File: src/rtl/aud_pkg.sv
package aud_pkg;

  localparam logic [7:0] A_CFG = 8'h00;
  localparam logic [7:0] A_CTL = 8'h04;
  localparam logic [7:0] A_FMT = 8'h10;
  localparam logic [7:0] A_FST = 8'h14;
  localparam logic [7:0] A_PST = 8'h1C;
  localparam logic [7:0] A_DIV = 8'h30;
  localparam logic [7:0] A_DAT = 8'h34;

  localparam int B_SOFTRST = 3;
  localparam int B_FLUSH   = 8;
  localparam int B_UNR     = 16;
  localparam int B_OVR     = 17;

  typedef struct packed {
    logic [3:0] rx_thr;
    logic [3:0] tx_thr;
    logic       hold_last;
    logic       int_codec;
    logic       i2s_mode;
    logic       bclk_drv;
    logic       fclk_drv;
    logic       run;
  } cfg_t;

  typedef struct packed {
    logic rx_dma;
    logic tx_dma;
    logic ovr_ie;
    logic unr_ie;
    logic rxs_ie;
    logic txs_ie;
    logic loop;
    logic play;
    logic cap;
  } ctl_t;

  function automatic cfg_t cfg_default();
    cfg_t c;
    c = '0;
    c.tx_thr = 4'd8;
    c.rx_thr = 4'd7;
    return c;
  endfunction

  function automatic cfg_t cfg_from_word(logic [31:0] w);
    cfg_t c;
    c.run       = w[0];
    c.fclk_drv  = w[1];
    c.bclk_drv  = w[2];
    c.i2s_mode  = w[4];
    c.int_codec = w[5];
    c.hold_last = w[6];
    c.tx_thr    = w[11:8];
    c.rx_thr    = w[15:12];
    return c;
  endfunction

  function automatic logic [31:0] cfg_to_word(cfg_t c);
    return {16'd0, c.rx_thr, c.tx_thr, 1'b0, c.hold_last, c.int_codec,
            c.i2s_mode, 1'b0, c.bclk_drv, c.fclk_drv, c.run};
  endfunction

  function automatic ctl_t ctl_from_word(logic [31:0] w);
    ctl_t k;
    k.cap    = w[0];
    k.play   = w[1];
    k.loop   = w[2];
    k.txs_ie = w[3];
    k.rxs_ie = w[4];
    k.unr_ie = w[5];
    k.ovr_ie = w[6];
    k.tx_dma = w[14];
    k.rx_dma = w[15];
    return k;
  endfunction

  function automatic logic [31:0] ctl_to_word(ctl_t k);
    return {16'd0, k.rx_dma, k.tx_dma, 7'd0, k.ovr_ie, k.unr_ie,
            k.rxs_ie, k.txs_ie, k.loop, k.play, k.cap};
  endfunction

endpackage

File: src/rtl/aud_fifo.sv
module aud_fifo #(
  parameter int W     = 16,
  parameter int DEPTH = 32
) (
  input  logic                       clk,
  input  logic                       rst_n,
  input  logic                       clr,
  input  logic                       push,
  input  logic [W-1:0]               wdata,
  input  logic                       pop,
  output logic [W-1:0]               head,
  output logic [$clog2(DEPTH):0]     level,
  output logic                       full,
  output logic                       empty
);
  localparam int PW = $clog2(DEPTH);
  localparam int LW = PW + 1;

  logic [W-1:0]  mem [DEPTH];
  logic [PW-1:0] rp, wp;
  logic [LW-1:0] cnt;
  logic          do_push, do_pop;

  assign full    = (cnt == LW'(DEPTH));
  assign empty   = (cnt == '0);
  assign do_push = push & ~full;
  assign do_pop  = pop & ~empty;
  assign head    = mem[rp];
  assign level   = cnt;

  always_ff @(posedge clk or negedge rst_n) begin
    if (!rst_n) begin
      rp  <= '0;
      wp  <= '0;
      cnt <= '0;
    end else if (clr) begin
      rp  <= '0;
      wp  <= '0;
      cnt <= '0;
    end else begin
      if (do_push) wp <= wp + 1'b1;
      if (do_pop)  rp <= rp + 1'b1;
      cnt <= cnt + LW'(do_push) - LW'(do_pop);
    end
  end

  always_ff @(posedge clk) begin
    if (do_push && !clr) mem[wp] <= wdata;
  end

  // the level never passes the depth
  p_level_cap_r2: assert property (@(posedge clk) disable iff (!rst_n)
    level <= LW'(DEPTH));

  // a push into a full FIFO without a pop leaves it full
  p_full_hold_r2: assert property (@(posedge clk) disable iff (!rst_n)
    (full && push && !pop && !clr) |=> full);

  // a clear empties the FIFO
  p_clear_r10: assert property (@(posedge clk) disable iff (!rst_n)
    clr |=> empty);

endmodule

File: src/rtl/aud_regs.sv
module aud_regs
  import aud_pkg::*;
#(
  parameter int ADDR_W   = 8,
  parameter int SAMPLE_W = 16,
  parameter int LVL_W    = 6
) (
  input  logic                clk,
  input  logic                rst_n,
  input  logic                bus_en,
  input  logic                bus_we,
  input  logic [ADDR_W-1:0]   bus_addr,
  input  logic [31:0]         bus_wdata,
  output logic [31:0]         bus_rdata,
  input  logic [LVL_W-1:0]    tx_level,
  input  logic [LVL_W-1:0]    rx_level,
  input  logic [SAMPLE_W-1:0] rx_head,
  input  logic                rx_empty,
  input  logic                unr_set,
  input  logic                ovr_set,
  output cfg_t                cfg_q,
  output ctl_t                ctl_q,
  output logic [31:0]         fmt_q,
  output logic [7:0]          div_q,
  output logic                fifo_clr,
  output logic                soft_rst,
  output logic                tx_push,
  output logic                rx_pop,
  output logic                tx_dma_req,
  output logic                rx_dma_req,
  output logic                irq
);
  logic wr, rd;
  logic hit_cfg, hit_ctl, hit_fmt, hit_fst, hit_div, hit_dat;
  logic unr_q, ovr_q;
  logic flush_p;
  logic tx_low, rx_high, busy;

  assign wr      = bus_en & bus_we;
  assign rd      = bus_en & ~bus_we;
  assign hit_cfg = (bus_addr == ADDR_W'(A_CFG));
  assign hit_ctl = (bus_addr == ADDR_W'(A_CTL));
  assign hit_fmt = (bus_addr == ADDR_W'(A_FMT));
  assign hit_fst = (bus_addr == ADDR_W'(A_FST));
  assign hit_div = (bus_addr == ADDR_W'(A_DIV));
  assign hit_dat = (bus_addr == ADDR_W'(A_DAT));

  assign soft_rst = wr & hit_cfg & bus_wdata[B_SOFTRST];
  assign flush_p  = wr & hit_ctl & bus_wdata[B_FLUSH];
  assign fifo_clr = soft_rst | flush_p;
  assign tx_push  = wr & hit_dat;
  assign rx_pop   = rd & hit_dat;

  always_ff @(posedge clk or negedge rst_n) begin
    if (!rst_n) begin
      cfg_q <= cfg_default();
      ctl_q <= '0;
      fmt_q <= '0;
      div_q <= '0;
      unr_q <= 1'b0;
      ovr_q <= 1'b0;
    end else if (soft_rst) begin
      cfg_q <= cfg_default();
      ctl_q <= '0;
      fmt_q <= '0;
      div_q <= '0;
      unr_q <= 1'b0;
      ovr_q <= 1'b0;
    end else begin
      if (wr && hit_cfg) cfg_q <= cfg_from_word(bus_wdata);
      if (wr && hit_ctl) ctl_q <= ctl_from_word(bus_wdata);
      if (wr && hit_fmt) fmt_q <= bus_wdata;
      if (wr && hit_div) div_q <= {bus_wdata[11:8], bus_wdata[3:0]};
      unr_q <= (unr_q & ~(wr & hit_fst & bus_wdata[B_UNR])) | unr_set;
      ovr_q <= (ovr_q & ~(wr & hit_fst & bus_wdata[B_OVR])) | ovr_set;
    end
  end

  assign tx_low  = 32'(tx_level) <= 32'(cfg_q.tx_thr);
  assign rx_high = 32'(rx_level) >= 32'(cfg_q.rx_thr);
  assign busy    = cfg_q.run & (ctl_q.cap | ctl_q.play);

  assign tx_dma_req = ctl_q.tx_dma & tx_low;
  assign rx_dma_req = ctl_q.rx_dma & rx_high;
  assign irq = (ctl_q.txs_ie & tx_low) | (ctl_q.rxs_ie & rx_high) |
               (ctl_q.unr_ie & unr_q)  | (ctl_q.ovr_ie & ovr_q);

  always_comb begin
    bus_rdata = '0;
    case (bus_addr)
      ADDR_W'(A_CFG): bus_rdata = cfg_to_word(cfg_q);
      ADDR_W'(A_CTL): bus_rdata = ctl_to_word(ctl_q);
      ADDR_W'(A_FMT): bus_rdata = fmt_q;
      ADDR_W'(A_FST): bus_rdata = {14'd0, ovr_q, unr_q, 2'd0, 6'(tx_level),
                                   2'd0, 6'(rx_level)};
      ADDR_W'(A_PST): bus_rdata = {29'd0, busy, 2'd0};
      ADDR_W'(A_DIV): bus_rdata = {20'd0, div_q[7:4], 4'd0, div_q[3:0]};
      ADDR_W'(A_DAT): bus_rdata = rx_empty ? '0 : 32'(rx_head);
      default:        bus_rdata = '0;
    endcase
  end

  // a flush write leaves both FIFOs empty
  p_flush_empty_r10: assert property (@(posedge clk) disable iff (!rst_n)
    flush_p |=> (tx_level == '0 && rx_level == '0));

  // a soft reset restores defaults everywhere
  p_soft_reset_r11: assert property (@(posedge clk) disable iff (!rst_n)
    soft_rst |=> (cfg_q == cfg_default() && ctl_q == '0 && !unr_q && !ovr_q &&
                  tx_level == '0 && rx_level == '0));

  // an underrun event is captured in the flag
  p_unr_sticky_r5: assert property (@(posedge clk) disable iff (!rst_n)
    (unr_set && !soft_rst) |=> unr_q);

  // an overrun event is captured in the flag
  p_ovr_sticky_r6: assert property (@(posedge clk) disable iff (!rst_n)
    (ovr_set && !soft_rst) |=> ovr_q);

endmodule

File: src/rtl/aud_stream.sv
module aud_stream #(
  parameter int SAMPLE_W = 16
) (
  input  logic                clk,
  input  logic                rst_n,
  input  logic                soft_rst,
  input  logic                run,
  input  logic                play,
  input  logic                cap,
  input  logic                loop,
  input  logic                hold_last,
  input  logic [SAMPLE_W-1:0] tx_head,
  input  logic                tx_empty,
  input  logic                rx_full,
  input  logic                tx_ready,
  output logic                tx_valid,
  output logic [SAMPLE_W-1:0] tx_data,
  output logic                tx_pop,
  input  logic                rx_valid,
  input  logic [SAMPLE_W-1:0] rx_data,
  output logic                rx_ready,
  output logic                rx_push,
  output logic [SAMPLE_W-1:0] rx_wdata,
  output logic                unr_set,
  output logic                ovr_set
);
  logic [SAMPLE_W-1:0] last_q;
  logic tx_fire, lb_fire, rx_fire;

  assign tx_valid = run & play;
  assign tx_fire  = tx_valid & tx_ready;
  assign tx_pop   = tx_fire & ~tx_empty;
  assign unr_set  = tx_fire & tx_empty;
  assign tx_data  = !tx_empty ? tx_head : (hold_last ? last_q : '0);

  always_ff @(posedge clk or negedge rst_n) begin
    if (!rst_n)        last_q <= '0;
    else if (soft_rst) last_q <= '0;
    else if (tx_pop)   last_q <= tx_head;
  end

  assign rx_ready = run & cap & ~loop;
  assign lb_fire  = run & cap & loop & tx_fire;
  assign rx_fire  = (rx_valid & rx_ready) | lb_fire;
  assign rx_wdata = loop ? tx_data : rx_data;
  assign rx_push  = rx_fire & ~rx_full;
  assign ovr_set  = rx_fire & rx_full;

  // in loopback the capture FIFO is fed only by playback handshakes
  p_loop_source_r7: assert property (@(posedge clk) disable iff (!rst_n)
    (loop && rx_push) |-> (tx_valid && tx_ready));

  // with hold-last, an empty FIFO keeps repeating the same sample
  p_hold_stable_r5: assert property (@(posedge clk) disable iff (!rst_n)
    (tx_empty && hold_last && !soft_rst) |=> (!tx_empty || !hold_last || $stable(tx_data)));

endmodule

File: src/rtl/aud_port_ctrl.sv
module aud_port_ctrl
  import aud_pkg::*;
#(
  parameter int ADDR_W   = 8,
  parameter int SAMPLE_W = 16,
  parameter int DEPTH    = 32
) (
  input  logic                clk,
  input  logic                rst_n,
  input  logic                bus_en,
  input  logic                bus_we,
  input  logic [ADDR_W-1:0]   bus_addr,
  input  logic [31:0]         bus_wdata,
  output logic [31:0]         bus_rdata,
  output logic                tx_valid,
  input  logic                tx_ready,
  output logic [SAMPLE_W-1:0] tx_data,
  input  logic                rx_valid,
  output logic                rx_ready,
  input  logic [SAMPLE_W-1:0] rx_data,
  output logic                tx_dma_req,
  output logic                rx_dma_req,
  output logic                irq,
  output logic                port_run,
  output logic                fclk_drive,
  output logic                bclk_drive,
  output logic [31:0]         fmt_word,
  output logic [7:0]          clk_div
);
  localparam int LVL_W = $clog2(DEPTH) + 1;
  localparam int NCH   = 2;
  localparam int CH_TX = 0;
  localparam int CH_RX = 1;

  cfg_t cfg_q;
  ctl_t ctl_q;
  logic fifo_clr, soft_rst, tx_push, rx_pop, unr_set, ovr_set;
  logic tx_pop, rx_push;
  logic [SAMPLE_W-1:0] rx_wdata;

  logic [NCH-1:0]      f_push, f_pop, f_full, f_empty;
  logic [SAMPLE_W-1:0] f_wd [NCH];
  logic [SAMPLE_W-1:0] f_hd [NCH];
  logic [LVL_W-1:0]    f_lvl [NCH];

  assign f_push[CH_TX] = tx_push;
  assign f_pop[CH_TX]  = tx_pop;
  assign f_wd[CH_TX]   = bus_wdata[SAMPLE_W-1:0];
  assign f_push[CH_RX] = rx_push;
  assign f_pop[CH_RX]  = rx_pop;
  assign f_wd[CH_RX]   = rx_wdata;

  for (genvar g = 0; g < NCH; g++) begin : g_fifo
    aud_fifo #(.W(SAMPLE_W), .DEPTH(DEPTH)) u_fifo (
      .clk   (clk),
      .rst_n (rst_n),
      .clr   (fifo_clr),
      .push  (f_push[g]),
      .wdata (f_wd[g]),
      .pop   (f_pop[g]),
      .head  (f_hd[g]),
      .level (f_lvl[g]),
      .full  (f_full[g]),
      .empty (f_empty[g])
    );
  end

  aud_regs #(.ADDR_W(ADDR_W), .SAMPLE_W(SAMPLE_W), .LVL_W(LVL_W)) u_regs (
    .clk        (clk),
    .rst_n      (rst_n),
    .bus_en     (bus_en),
    .bus_we     (bus_we),
    .bus_addr   (bus_addr),
    .bus_wdata  (bus_wdata),
    .bus_rdata  (bus_rdata),
    .tx_level   (f_lvl[CH_TX]),
    .rx_level   (f_lvl[CH_RX]),
    .rx_head    (f_hd[CH_RX]),
    .rx_empty   (f_empty[CH_RX]),
    .unr_set    (unr_set),
    .ovr_set    (ovr_set),
    .cfg_q      (cfg_q),
    .ctl_q      (ctl_q),
    .fmt_q      (fmt_word),
    .div_q      (clk_div),
    .fifo_clr   (fifo_clr),
    .soft_rst   (soft_rst),
    .tx_push    (tx_push),
    .rx_pop     (rx_pop),
    .tx_dma_req (tx_dma_req),
    .rx_dma_req (rx_dma_req),
    .irq        (irq)
  );

  aud_stream #(.SAMPLE_W(SAMPLE_W)) u_stream (
    .clk       (clk),
    .rst_n     (rst_n),
    .soft_rst  (soft_rst),
    .run       (cfg_q.run),
    .play      (ctl_q.play),
    .cap       (ctl_q.cap),
    .loop      (ctl_q.loop),
    .hold_last (cfg_q.hold_last),
    .tx_head   (f_hd[CH_TX]),
    .tx_empty  (f_empty[CH_TX]),
    .rx_full   (f_full[CH_RX]),
    .tx_ready  (tx_ready),
    .tx_valid  (tx_valid),
    .tx_data   (tx_data),
    .tx_pop    (tx_pop),
    .rx_valid  (rx_valid),
    .rx_data   (rx_data),
    .rx_ready  (rx_ready),
    .rx_push   (rx_push),
    .rx_wdata  (rx_wdata),
    .unr_set   (unr_set),
    .ovr_set   (ovr_set)
  );

  assign port_run   = cfg_q.run;
  assign fclk_drive = cfg_q.fclk_drv;
  assign bclk_drive = cfg_q.bclk_drv;

  // playback samples are offered only while run and playback are set
  p_tx_gate_r4: assert property (@(posedge clk) disable iff (!rst_n)
    tx_valid |-> (port_run && ctl_q.play));

endmodule

File: config.mk
export PLATFORM = sky130hd
export DESIGN_NAME = aud_port_ctrl
export DESIGN_NICKNAME = d
export VERILOG_FILES = /design/src/rtl/aud_pkg.sv /design/src/rtl/aud_fifo.sv /design/src/rtl/aud_regs.sv /design/src/rtl/aud_stream.sv /design/src/rtl/aud_port_ctrl.sv
export SDC_FILE = /design/constraint.sdc
export NUM_CORES = 1
export LEC_CHECK = 0
export BUFFER_PORTS_ARGS = -buffer_cell sky130_fd_sc_hd__buf_2
export CAP_MARGIN = 20
export CORE_MARGIN = 2
export CORE_UTILIZATION = 45
export DETAILED_ROUTE_END_ITERATION = 7
export PLACE_DENSITY = 0.64
export SYNTH_ARGS = -nofsm -noshare
export SYNTH_HDL_FRONTEND = slang
export SYNTH_SLANG_ARGS = --single-unit
File: constraint.sdc
create_clock -name clk -period 5.7 [get_ports clk]
set_input_delay 1.14 -clock clk [delete_from_list [all_inputs] [get_ports clk]]
set_output_delay 1.14 -clock clk [all_outputs]
set_load 0.05 [all_outputs]
==> results.sh, run 1 <==
export IMPL_grt_pass1_vias=25571
export IMPL_final_area_sq_um=52800
export IMPL_rsz0062_at_grt="no"
export IMPL_status="finished, final reports clean"
export IMPL_seq_area_frac_synth=0.730
export IMPL_synthCells=2568
export IMPL_relSlewSlack=0.252
export IMPL_max_stage_delay_ns=0.87
export IMPL_drc=0
export IMPL_post_cts_setup_buffers=0
export IMPL_powerDensity_nw_per_um2=328
export IMPL_min_period_ns=5.41
export IMPL_wire_per_inst_um=29.2
export IMPL_tightest_slew_ns=1.12
export IMPL_ys_ff_latch=1137
export IMPL_grt_pass1_wl_um=181000
export IMPL_synth_distinct_cells=74
export IMPL_holdPathStages=2
export IMPL_dp_cells=4093
export IMPL_std_cell_rows=117
export IMPL_vias=25998
export IMPL_critPathRequiredTime_ns=4.56
export IMPL_portBuffers=157
export IMPL_final_cell_count_no_fill=4314
export IMPL_nNetsFinal=2943
export IMPL_cts_hold_buf=0
export IMPL_path_class="register to primary output"
export IMPL_cts_sinks=1137
export IMPL_ctsLongestPathBuffers=3
export IMPL_endpoint_kind="primary output"
export IMPL_grt_ovfl_total=0
export IMPL_numCtsBuffers=112
export IMPL_avgSynthCellArea_sq_um=17.9
export IMPL_cts_tree="built"
export IMPL_path_depth=6
export IMPL_start_util=0.453
export IMPL_vias_per_cell=6.03
export IMPL_cts_max_level=3
export IMPL_ios=158
export IMPL_fmax_ghz=0.185
export IMPL_place_area_sq_um=49200
export IMPL_drtIter0Drc=3730
export IMPL_setup_tns_ns=0
export IMPL_path_max_fanout=34
export IMPL_hold_viol_final=0
export IMPL_crit_family="compound AO/OA/AOI/OAI gates"
export IMPL_syn_num_nets=2669
export IMPL_critPathBufInv=2
export IMPL_slew_viol_final=0
export IMPL_grt_max_degree=75
export IMPL_drive_gt1_frac=0.257
export IMPL_clk_pin_slew_worst_paths_ns=0.06
export IMPL_max_cap_violations=0
export IMPL_dp_hpwl_um=81700
export IMPL_totalPowerFinal_w=0.0173
export IMPL_setup_viol_count_final=0
export IMPL_cp_arrival_ns=4.27
export IMPL_cts_repair_resized=0
export IMPL_yosys_warnings=0
export IMPL_fin_skew_ns=0.0450
export IMPL_place_congestion=0.886
export IMPL_final_util=0.520
export IMPL_die_w_um=324
export IMPL_leakage_nw=17.4
export IMPL_area_growth_pct=14.9
export IMPL_die_y_um=324
export IMPL_core_area_sq_um=102000
export IMPL_dieArea_sq_um=105000
export IMPL_async_reset_ff_frac=0.0994
export IMPL_synth_edff_count=1024
export IMPL_antenna_found_initial=15
export IMPL_clockRootBuffer="clkbuf_16"
export IMPL_ff2ff_path_depth=9
export IMPL_critPathLaunchType="register"
export IMPL_track_usage=0.241
export IMPL_wl_um=126000
export IMPL_post_route_period_util=0.949
export IMPL_clk_latency_ns=0.70
export IMPL_vdd_drop_max_v=0.000338
export IMPL_netlist_area_sq_um=46000
export IMPL_antenna_violating_nets_post_route=0
export IMPL_hp_class="register to register"
export IMPL_cp_cell_sequence="buf_4 > mux4_2 > nor2b_1 > o32ai_1 > o21ai_0 > buf_2"
export IMPL_crit_slowest_cell="dfrtp_4"
export IMPL_synth_ff_type="edfxtp_1"
export IMPL_firstDrtPassIters=6
[state kept, by name (all words and copies together) (netlist names)]
register / flops
u_stream.last_q: 16
g_fifo.u_fifo.rp: 10
u_regs.ctl_q: 9
g_fifo.u_fifo.level: 12
g_fifo.u_fifo.mem: 1024
u_regs.fmt_q: 32
u_regs.cfg_q: 14
u_regs.unr_q: 1
g_fifo.u_fifo.wp: 10
u_regs.ovr_q: 1
u_regs.div_q: 8
[placed cells by master (no fill, tap or decap), types with 8 or more instances in the layout]
cell type and count:
mux4_2 198, o221ai_2 16, a21o_1 9, dfrtp_1 103
a222oi_1 8, mux2_2 22, clkinv_1 24, and2_1 20
o221ai_1 42, a21oi_1 67, nand3_1 36, xnor2_1 9
nor2b_1 21, clkbuf_1 24, buf_2 156, clkinv_2 26
buf_4 153, o32ai_1 15, mux2i_1 150, nand4_1 25
o22ai_1 23, xor2_1 12, nor3_1 9, a22o_1 19
a22oi_1 31, bufinv_16 10, nand2_1 125, clkbuf_16 115
nand3b_1 15, edfxtp_1 1024, ha_1 37, nor2_1 153
o21ai_0 32, inv_1 64, a211oi_1 27
[kinds of logic (layout without fill, tap and decap cells)]
group                      after synthesis  in the layout  synth area share
AOI/OAI and AO/OA                      327            327            0.0508
adders and majority gates               39             39            0.0109
and+or+nand+nor                        451            451            0.0473
muxes                                  370            370             0.135
DFF                                   1137           1137             0.730
other                                    0              7                 0
buffers and inverters                  223            594            0.0217
xor gates and xnor gates                21             21           0.00400
[stage by stage]
step / hold WS [ns] / worst slack (ns)
finish: 0.491 / 0.291
global route: 0.505 / 0.0322
CTS: 0.489 / 0.250
detailed placement: 0.475 / 0.687
global placement: 0.464 / 0.803
floorplan: 0.449 / 0.374
[final cells by class]
| class | count | area, sq um |
|---|---|---|
| diodes | 7 | 17.5 |
| repair buffers | 318 | 2080 |
| fillers | 8159 | 48800 |
| multi-input cells | 1208 | 11600 |
| inverters | 65 | 244 |
| well taps | 1368 | 1710 |
| clock inverters | 69 | 608 |
| clock buffers | 142 | 3000 |
| flip-flops and latches | 1137 | 33600 |
[worst paths after layout]
check | from | endpoint | slack (ns)
min reg2reg | u_regs.cfg_q[3] | u_regs.cfg_q[3] | 0.49
max in group asynchronous | rst_n | g_fifo[1].u_fifo.rp[0] | 4.02
min | u_regs.cfg_q[3] | u_regs.cfg_q[3] | 0.49
max reg2reg | g_fifo[0].u_fifo.rp[0] | g_fifo[1].u_fifo.mem[17][1] | 1.65
min in group asynchronous | rst_n | u_regs.ctl_q[5] | 0.52
max | g_fifo[0].u_fifo.rp[0] | tx_data[8] | 0.29
[cell usage after synthesis, drive strengths merged, types with 12 or more instances]
master / instances / area (sq um)
a21oi: 68 / 344
nand3b: 15 / 113
o221ai: 58 / 508
o21ai: 39 / 206
dfrtp: 109 / 2730
nand2: 125 / 469
mux2: 22 / 248
nor3: 12 / 70.1
mux4: 198 / 4460
buf: 85 / 480
o22ai: 23 / 144
nor2b: 23 / 144
nand3: 41 / 225
a22oi: 31 / 233
a211oi: 28 / 210
mux2i: 150 / 1500
edfxtp: 1024 / 30700
ha: 37 / 463
inv: 64 / 240
a22o: 19 / 166
nor2: 157 / 599
xor2: 12 / 105
nand4: 25 / 156
and2: 20 / 125
o32ai: 15 / 131
clkbuf: 73 / 275
[report_power, final]
| group | internal [W] | switching (W) | leakage (nW) |
|---|---|---|---|
| clock network | 0.00417 | 0.00311 | 1.78 |
| logic | 0.000300 | 0.000535 | 4.94 |
| registers | 0.00914 | 0.0000680 | 10.7 |
[metal layers]
metal,share of wire,track usage,vias up
li1,-,-,10849
met1,0.41,0.350,13617
met2,0.46,0.365,1354
met3,0.11,0.0624,172
met4,0.023,0.0621,6
met5,0.00033,0,-
[tightest hold or removal path, delay by kind of cell, from the launching register on]
family	cells	cell delay (ns)
compound gates	1	0.06
flops	1	0.35
simple gates	1	0.05
No activity file was read; power rests on OpenSTA's default activity.
==> inputs of run 2 (changes only) <==
CORE_ASPECT_RATIO = 1.75   (was default)
==> results.sh, run 2 (same netlist as run 1, synthesis figures left out) <==
export IMPL_status="finished, final reports clean"
export IMPL_grt_max_degree=77
export IMPL_vdd_drop_max_v=0.000251
export IMPL_place_congestion=0.907
export IMPL_portBuffers=157
export IMPL_endpoint_kind="primary output"
export IMPL_swShare=0.218
export IMPL_die_y_um=427
export IMPL_drc=0
export IMPL_final_area_sq_um=52400
export IMPL_grt_pass1_vias=25800
export IMPL_core_area_sq_um=102000
export IMPL_numCtsBuffers=101
export IMPL_relSlewSlack=0.282
export IMPL_rsz0062_at_grt="no"
export IMPL_path_class="register to primary output"
export IMPL_hold_viol_final=0
export IMPL_vias_per_cell=5.96
export IMPL_switchingPower_w=0.00368
export IMPL_grt_pass1_wl_um=178000
export IMPL_track_usage=0.235
export IMPL_clk_pin_slew_worst_paths_ns=0.07
export IMPL_largest_reg_flops=1024
export IMPL_mostFrequentLayoutCell="edfxtp_1"
export IMPL_vias=25222
export IMPL_post_cts_setup_buffers=0
export IMPL_top_regs="g_fifo.u_fifo.mem: 1024 flops, u_regs.fmt_q: 32 flops, u_stream.last_q: 16 flops"
export IMPL_drive_gt1_frac=0.252
export IMPL_hold_worst_slack_ns=0.512
export IMPL_critPathRequiredTime_ns=4.56
export IMPL_drtIter0Drc=2485
export IMPL_ctsLongestPathBuffers=3
export IMPL_setup_viol_count_final=0
export IMPL_fmax_ghz=0.182
export IMPL_firstDrtPassIters=6
export IMPL_setup_tns_ns=0
export IMPL_cts_tree="built"
export IMPL_place_area_sq_um=49000
export IMPL_powerDensity_nw_per_um2=323
export IMPL_die_w_um=246
export IMPL_cts_repair_resized=0
export IMPL_clockRootBuffer="clkbuf_16"
export IMPL_max_cap_violations=0
export IMPL_ff2ff_path_depth=15
export IMPL_ios=158
export IMPL_cts_hold_buf=0
export IMPL_p_int_w=0.0132
export IMPL_slew_viol_final=0
export IMPL_cp_arrival_ns=4.36
export IMPL_seqPwrFrac=0.543
export IMPL_min_period_ns=5.50
export IMPL_final_util=0.515
export IMPL_leakage_nw=17.2
export IMPL_power_frac_comb=0.049
export IMPL_rrSetupSlack_ns=1.46
export IMPL_grtUsageMet1=0.270
export IMPL_hp_class="register to register"
export IMPL_final_cell_mix="1024 x edfxtp_1, 198 x mux4_2, 156 x buf_2, 153 x nor2_1, 150 x mux2i_1"
export IMPL_r2r_start="g_fifo[0].u_fifo.level[4]"
export IMPL_postLayoutSetupSlackWorst_ns=0.204
export IMPL_critPathLaunchType="register"
export IMPL_path_max_fanout=20
export IMPL_cts_sinks=1137
export IMPL_min_to="u_regs.cfg_q[11]"
export IMPL_tightest_slew_ns=1.08
export IMPL_holdPathStages=2
export IMPL_fin_skew_ns=0.0247
export IMPL_post_route_period_util=0.964
export IMPL_grt_busiest_layer="met2"
export IMPL_start_util=0.453
export IMPL_area_growth_pct=13.9
export IMPL_grt_use_met3=0.0321
export IMPL_clkPwrFrac=0.408
export IMPL_std_cell_rows=155
export IMPL_clk_latency_ns=0.70
export IMPL_antenna_violating_nets_post_route=0
export IMPL_r2r_end="g_fifo[0].u_fifo.level[4]"
export IMPL_nNetsFinal=2913
export IMPL_antenna_found_initial=3
export IMPL_top_register="g_fifo.u_fifo.mem"
export IMPL_cts_max_level=3
export IMPL_hold_start="u_regs.cfg_q[11]"
export IMPL_use_met2=0.424
export IMPL_wire_per_inst_um=29.1
export IMPL_pre_cts_slack_ns=0.845
export IMPL_dp_hpwl_um=82900
export IMPL_wl_um=123000
export IMPL_grt_ovfl_total=0
export IMPL_dieArea_sq_um=105000
## run 2: cell types whose count changed in the layout (fill, tap and decap cells not counted), sizes merged
| cell | delta |
|---|---|
| buf | -18 |
| clkbuf | -22 |
| diode | -5 |
| clkinvlp | +3 |
| clkinv | -4 |
## run 2: how the worst max path moves through the flow
| stage | from | endpoint | depth (start not counted) |
|---|---|---|---|
| detailed placement | bus_addr[3] | bus_rdata[0] | 6 |
| finish | g_fifo[0].u_fifo.rp[2] | tx_data[0] | 6 |
| global placement | bus_addr[3] | bus_rdata[11] | 6 |
| floorplan | bus_addr[3] | bus_rdata[11] | 5 |
| global route | g_fifo[0].u_fifo.rp[2] | tx_data[0] | 6 |
| CTS | g_fifo[0].u_fifo.rp[0] | tx_data[0] | 8 |
## run 2: final cells by class
type	count	area (sq um)
fill	8157	49200
inverter	65	244
clock inverter	68	677
multi-input combinational	1208	11600
tap	1334	1670
timing repair buffer	299	1960
clock buffer	121	2660
sequential	1137	33600
antenna	2	5.00
## run 2: per-stage QoR
stage | total power [W] | cells
4_1_cts | 0.0170 | 4230
6_report | 0.0169 | 4234
5_1_grt | 0.0174 | 4232
2_1_floorplan | 0.00986 | 2568
3_3_place_gp | 0.0102 | 4040
3_5_place_dp | 0.0102 | 4041
## run 2: routing by layer
metal,wire length [um],vias up
met1,42800,13197
met4,7160,0
met3,7310,254
met5,0,-
met2,65800,1019
li1,-,10752
## run 2: worst max-delay path, cell delays in order, from the launching register on
cell and delay, ns:
dfrtp_1 0.77, buf_4 0.37, nand2b_1 0.58, o221ai_1 0.62
o32ai_1 0.28, o21ai_0 0.64, buf_2 0.39
## run 2: power groups by stage
stage,Combinational [W],Sequential (W),Clock (W)
floorplan,0.000482,0.00938,0
global placement,0.000789,0.00937,0
detailed placement,0.000817,0.00938,0
CTS,0.000823,0.00920,0.00702
global route,0.000899,0.00920,0.00731
finish,0.000821,0.00920,0.00691
